### config.mk
export PLATFORM = sky130hd
export DESIGN_NAME = term_mmio
export DESIGN_NICKNAME = d
export VERILOG_FILES = /design/src/rtl/term_mmio_pkg.sv /design/src/rtl/term_bus_dec.sv /design/src/rtl/term_rx_unit.sv /design/src/rtl/term_tx_unit.sv /design/src/rtl/term_mmio.sv
export SDC_FILE = /design/constraint.sdc
export NUM_CORES = 1
export LEC_CHECK = 0
export BUFFER_PORTS_ARGS = -buffer_cell sky130_fd_sc_hd__buf_2
export CAP_MARGIN = 10
export CELL_PAD_IN_SITES_DETAIL_PLACEMENT = 0
export CELL_PAD_IN_SITES_GLOBAL_PLACEMENT = 1
export CORE_ASPECT_RATIO = 0.6
export CORE_MARGIN = 2
export CORE_UTILIZATION = 29
export CTS_CLUSTER_SIZE = 20
export DETAILED_ROUTE_END_ITERATION = 6
export PLACE_DENSITY_LB_ADDON = 0.1
export SLEW_MARGIN = 5
export SYNTH_ARGS = -nofsm -noshare
export SYNTH_HDL_FRONTEND = slang
export SYNTH_SLANG_ARGS = --single-unit
### constraint.sdc
create_clock -name clk -period 3.1 [get_ports clk]
set_clock_uncertainty 0.1 [all_clocks]
set_input_delay 0.62 -clock clk [delete_from_list [all_inputs] [get_ports clk]]
set_output_delay 0.62 -clock clk [all_outputs]
set_load 0.05 [all_outputs]
### src/rtl/term_mmio_pkg.sv
package term_mmio_pkg;
  localparam int OFS_RX_CTRL = 4'h0;
  localparam int OFS_RX_DATA = 4'h4;
  localparam int OFS_TX_CTRL = 4'h8;
  localparam int OFS_TX_DATA = 4'hC;
  localparam int SPAN_BITS   = 4;

  typedef enum logic [2:0] {
    SEL_NONE,
    SEL_RX_CTRL,
    SEL_RX_DATA,
    SEL_TX_CTRL,
    SEL_TX_DATA
  } reg_sel_e;
endpackage

### src/rtl/term_bus_dec.sv
module term_bus_dec
  import term_mmio_pkg::*;
#(
  parameter int ADDR_W = 8
) (
  input  logic [ADDR_W-1:0] addr,
  output reg_sel_e          sel
);
  localparam int HI_W = ADDR_W - SPAN_BITS;

  logic in_span;

  generate
    if (HI_W > 0) begin : g_hi
      assign in_span = (addr[ADDR_W-1:SPAN_BITS] == '0);
    end else begin : g_nohi
      assign in_span = 1'b1;
    end
  endgenerate

  always_comb begin
    sel = SEL_NONE;
    if (in_span && addr[1:0] == 2'b00) begin
      case (addr[SPAN_BITS-1:2])
        2'd0:    sel = SEL_RX_CTRL;
        2'd1:    sel = SEL_RX_DATA;
        2'd2:    sel = SEL_TX_CTRL;
        default: sel = SEL_TX_DATA;
      endcase
    end
  end
endmodule

### src/rtl/term_rx_unit.sv
module term_rx_unit #(
  parameter int CHAR_W = 8
) (
  input  logic              clk,
  input  logic              rst_n,
  input  logic              kb_valid,
  input  logic [CHAR_W-1:0] kb_byte,
  input  logic              ctrl_we,
  input  logic              ien_wr,
  input  logic              data_rd,
  output logic              ready,
  output logic [CHAR_W-1:0] data,
  output logic              ien,
  output logic              overrun
);
  logic              ready_n, ien_n, ovr_n;
  logic [CHAR_W-1:0] data_n;

  always_comb begin
    ready_n = ready;
    data_n  = data;
    ien_n   = ien;
    ovr_n   = overrun;
    if (ctrl_we) ien_n = ien_wr;
    if (data_rd) begin
      ready_n = 1'b0;
      ovr_n   = 1'b0;
    end
    if (kb_valid) begin
      data_n  = kb_byte;
      ready_n = 1'b1;
      if (ready && !data_rd) ovr_n = 1'b1;
    end
  end

  always_ff @(posedge clk or negedge rst_n) begin
    if (!rst_n) begin
      ready   <= 1'b0;
      data    <= '0;
      ien     <= 1'b0;
      overrun <= 1'b0;
    end else begin
      ready   <= ready_n;
      ien     <= ien_n;
      overrun <= ovr_n;
      if (kb_valid) data <= data_n;
    end
  end
endmodule

### src/rtl/term_tx_unit.sv
module term_tx_unit #(
  parameter int CHAR_W     = 8,
  parameter int BUSY_TICKS = 4
) (
  input  logic              clk,
  input  logic              rst_n,
  input  logic              data_we,
  input  logic [CHAR_W-1:0] wbyte,
  input  logic              tick,
  input  logic              ctrl_we,
  input  logic              ien_wr,
  output logic              ready,
  output logic              ien,
  output logic              out_valid,
  output logic [CHAR_W-1:0] out_byte
);
  localparam int CNT_W = (BUSY_TICKS < 2) ? 1 : $clog2(BUSY_TICKS + 1);
  localparam logic [CNT_W-1:0] CNT_LOAD = CNT_W'(BUSY_TICKS);

  logic             accept;
  logic             ready_n, ien_n;
  logic [CNT_W-1:0] cnt, cnt_n;

  assign accept    = data_we && ready;
  assign out_valid = accept;
  assign out_byte  = wbyte;

  always_comb begin
    ready_n = ready;
    cnt_n   = cnt;
    ien_n   = ien;
    if (ctrl_we) ien_n = ien_wr;
    if (accept) begin
      ready_n = 1'b0;
      cnt_n   = CNT_LOAD;
    end else if (!ready && tick) begin
      if (cnt <= CNT_W'(1)) begin
        ready_n = 1'b1;
        cnt_n   = '0;
      end else begin
        cnt_n = cnt - CNT_W'(1);
      end
    end
  end

  always_ff @(posedge clk or negedge rst_n) begin
    if (!rst_n) begin
      ready <= 1'b1;
      cnt   <= '0;
      ien   <= 1'b0;
    end else begin
      ready <= ready_n;
      cnt   <= cnt_n;
      ien   <= ien_n;
    end
  end
endmodule

### src/rtl/term_mmio.sv
module term_mmio
  import term_mmio_pkg::*;
#(
  parameter int ADDR_W     = 8,
  parameter int DATA_W     = 32,
  parameter int CHAR_W     = 8,
  parameter int BUSY_TICKS = 4
) (
  input  logic              clk,
  input  logic              rst_n,
  input  logic [ADDR_W-1:0] bus_addr,
  input  logic              bus_we,
  input  logic [DATA_W-1:0] bus_wdata,
  input  logic              bus_re,
  output logic [DATA_W-1:0] bus_rdata,
  input  logic              kb_valid,
  input  logic [CHAR_W-1:0] kb_byte,
  input  logic              instr_tick,
  output logic              disp_valid,
  output logic [CHAR_W-1:0] disp_byte,
  output logic              irq_rx,
  output logic              irq_tx,
  output logic              rx_overrun
);
  logic [1:0] rst_pipe;
  logic       rst_core_n;

  always_ff @(posedge clk or negedge rst_n) begin
    if (!rst_n) rst_pipe <= 2'b00;
    else        rst_pipe <= {rst_pipe[0], 1'b1};
  end
  assign rst_core_n = rst_pipe[1];

  reg_sel_e sel;
  term_bus_dec #(.ADDR_W(ADDR_W)) u_dec (.addr(bus_addr), .sel(sel));

  logic              rx_rdy, rx_ien, tx_rdy, tx_ien;
  logic [CHAR_W-1:0] rx_byte_q;

  term_rx_unit #(.CHAR_W(CHAR_W)) u_rx (
    .clk     (clk),
    .rst_n   (rst_core_n),
    .kb_valid(kb_valid),
    .kb_byte (kb_byte),
    .ctrl_we (bus_we && sel == SEL_RX_CTRL),
    .ien_wr  (bus_wdata[1]),
    .data_rd (bus_re && sel == SEL_RX_DATA),
    .ready   (rx_rdy),
    .data    (rx_byte_q),
    .ien     (rx_ien),
    .overrun (rx_overrun)
  );

  term_tx_unit #(.CHAR_W(CHAR_W), .BUSY_TICKS(BUSY_TICKS)) u_tx (
    .clk      (clk),
    .rst_n    (rst_core_n),
    .data_we  (bus_we && sel == SEL_TX_DATA),
    .wbyte    (bus_wdata[CHAR_W-1:0]),
    .tick     (instr_tick),
    .ctrl_we  (bus_we && sel == SEL_TX_CTRL),
    .ien_wr   (bus_wdata[1]),
    .ready    (tx_rdy),
    .ien      (tx_ien),
    .out_valid(disp_valid),
    .out_byte (disp_byte)
  );

  assign irq_rx = rx_ien && rx_rdy;
  assign irq_tx = tx_ien && tx_rdy;

  always_comb begin
    bus_rdata = '0;
    if (bus_re) begin
      case (sel)
        SEL_RX_CTRL: bus_rdata = DATA_W'({rx_ien, rx_rdy});
        SEL_RX_DATA: bus_rdata = DATA_W'(rx_byte_q);
        SEL_TX_CTRL: bus_rdata = DATA_W'({tx_ien, tx_rdy});
        default:     bus_rdata = '0;
      endcase
    end
  end
endmodule

==> results.md <==
- Worst-margin pin slew: roughly 640 ps
- GR met1 Demand/Resource: about 12%
- Die footprint: roughly 4800 um^2
- Core area: between 4000 and 5000 um^2
- Number of diodes: 0
- CTS tree: yes
- Finished Cell Area: about 1400 um^2
- Area grow syn2layout: 12.5%
- Max-cap violations: 0
- Cell count after synthesis: between 100 and 150
- Gr ovfl total: 0
- Final hold violation count: 0
- DR pass1 iterations: 4
- Sequential Power Share: ~44%
- DRC: 0
- Post-DP HPWL: about 1900 um
- Sw Share: between 30% and 40%
- Layout Nets: between 200 and 250
- Worst skew pair latency: between 200 and 300 ps
- Post-synth EDFFs: 0
- Cell area power density: ~480 nW/um^2
- Commonest cells in the netlist: buf_4, dfrtp_1, mux2_2, and2_1, inv_1
- GP Congestion: ~0.74
- Period Utilization, post-route: approximately 95%
- Final wirelength: between 2000 and 2500 um
- Slew Viols, Final: 0
- Layout fillers: ~450
- H-tree depth: 1
- Die Span X: 88.5 um
- Initial Util: a little under a third
- CP endpoint kind: output port
- Final worst slack: ~160 ps
- Register area share after synthesis: 36.3%
- Setup TNS: 0 ps
- Critical Path AT: about 2200 ps
- CTS buffer count: 3
- Post-synth cell types: 34
- Placed inst area: around 1400 um^2
- Comb power frac: a little under a third
- Post-Syn Area: about 1200 um^2
- Buffer depth of the longest clock path: 2
- NetSw: 0.000241 W
- M2 GR Usage: 15.9%
- Initial antenna violation count: 0
- Met3 usage: between 3 and 4%
- Via density per instance: 4.05
- Yosys warning count: 0
- # port buffers: 35
- Top FF cell, synth: dfrtp_1
- Critical Path RT: ~2400 ps
- IO Pins: 98
- DRT iter0 DRCs: 10
- Max IR drop VDD: between 0.3 and 0.4 mV
- Dpl ws: around 160 ps
- Die H: about 55 um
- Synthesized flop and latch total: 18
- Crit path time final: roughly 2900 ps
- Rows: 18
- Syn Area/Cell: 10.0 um^2
- Number of buffers added for setup after CTS: 0
- Via count: 870
- Synth area leaders: dfrtp_1, buf_4, mux2_2
- Cell internal pwr: 0.000424 W
- CTS clock-pin slew for the worst setup and hold paths: 70 ps
- Root buf cell: clkbuf_8
- Status: complete, no violations
- RSZ-0062 raised after global routing: false
- Area of the multi-input gates: 603 um^2
- Synth top area share: 34.2%
- Vias in the first global route: roughly 780
- Crit-path max FO: 8
- Clock power frac: between 20 and 25%
- CP Class: in -> out
- Slew headroom: 57.1%
- Most numerous cell in the Yosys netlist: buf_4
- Largest net degree at the start of global routing: 17
- Ys async rst share: between 90% and 100%
- Static leakage: 0.709 nW
- Post-synth top area cell: dfrtp_1
- Sequential Area: ~450 um^2
- Layout cells sized above 1: 36.8%
- Startpoint Class: input port
- FMAX: 341 MHz
- Sink Count: 18
- Global Route Usage Sum: between 9 and 10%
- Setup Viol. Count Final: 0
- Antenna Nets Post-Route: 0
- DR WL/cell: between 10 and 15 um
- Hold Crit Class: in -> async
- First-pass GRT wire length: between 3000 and 4000 um
- Number of gates resized after CTS: 0
- Gr busiest metal: met2
- Cts-stage hold buffer count: 0
==> cell type report <==
cell class | instances | area share, %
Clock buffer | 4 | 3.22
Sequential cell | 18 | 32.3
Tap cell | 60 | 5.37
Timing Repair Buffer | 38 | 14.1
Multi-Input combinational cell | 88 | 43.1
Inverter | 7 | 1.88
==> layer usage <==
metal / share of wire (%) / up-vias
met5: 0 / -
met4: 0 / 0
met3: 7.0 / 0
met2: 46 / 34
met1: 47 / 414
li1: - / 422
==> cell usage in the layout, fill, tap and decap left out, types with 2 or more instances in the layout <==
cell type	synthesis	layout
a211o_1	2	2
a21oi_1	3	3
and2_1	8	8
buf_2	1	35
buf_4	32	3
clkbuf_8	0	3
conb_1	2	25
dfrtp_1	17	17
ha_1	5	5
inv_1	7	7
mux2_2	10	10
nand2_1	2	2
nand3_1	2	2
nand4_1	2	2
nor2_1	4	4
nor3b_1	3	3
o21a_1	2	2
o21ai_0	3	3
o21bai_1	2	2
or2_2	2	2
==> power by group through the flow <==
| stage | sequential (W) | combinational [W] | clock, W |
|---|---|---|---|
| after global placement | 0.000295 | 0.000199 | 0 |
| after CTS | 0.000293 | 0.000208 | 0.000175 |
| final | 0.000294 | 0.000206 | 0.000165 |
| after global routing | 0.000298 | 0.000231 | 0.000186 |
| after floorplan | 0.000290 | 0.000214 | 0 |
| after detailed placement | 0.000298 | 0.000208 | 0 |
==> metrics by stage <==
step	hold WS, ps	utilization, %	total power, W	instances
finish	42.0	33.9	0.000665	215
CTS	34.3	33.9	0.000677	215
floorplan	99.0	-	0.000504	147
detailed placement	203	32.8	0.000506	211
global route	28.1	33.9	0.000715	215
global placement	197	32.8	0.000495	211
==> cell families after synthesis <==
logic type                 after synthesis  share of synthesized area [%]
AOI/OAI and AO/OA                       15                           7.85
other                                    2                          0.604
muxes                                   10                           9.05
buffers and inverters                   41                           22.1
DFF                                     18                           36.3
adders and majority gates                5                           5.03
and+or+nand+nor                         33                           19.0
==> path summary, 6_finish.rpt <==
| path | startpoint | to | slack (ps) | depth (start not counted) |
|---|---|---|---|---|
| worst min-delay path | rst_n | rst_pipe[0] | 40 | 1 |
| max in group asynchronous | rst_pipe[1] | u_rx.overrun | 2320 | 0 |
| worst max register to register | u_tx.ready | u_tx.cnt[1] | 1540 | 4 |
| min in group clk | rst_pipe[0] | rst_pipe[1] | 270 | 0 |
| worst min register to register | rst_pipe[1] | u_tx.cnt[1] | 170 | 0 |
| worst max-delay path | bus_addr[2] | bus_rdata[6] | 160 | 7 |
==> worst max-delay path, cell delays in order <==
cell and delay, ps:
buf_2 100, ha_1 230, or4b_1 540, nor4_4 160
buf_4 190, and2_1 120, buf_2 250
==> state kept, by name, summed over array words and instances (netlist names) <==
| name | cells |
|---|---|
| rst_pipe | 2 |
| u_rx.data | 8 |
| u_rx.ien | 1 |
| u_rx.overrun | 1 |
| u_rx.ready | 1 |
| u_tx.cnt | 3 |
| u_tx.ien | 1 |
| u_tx.ready | 1 |
(Power assumes the default switching activity.)
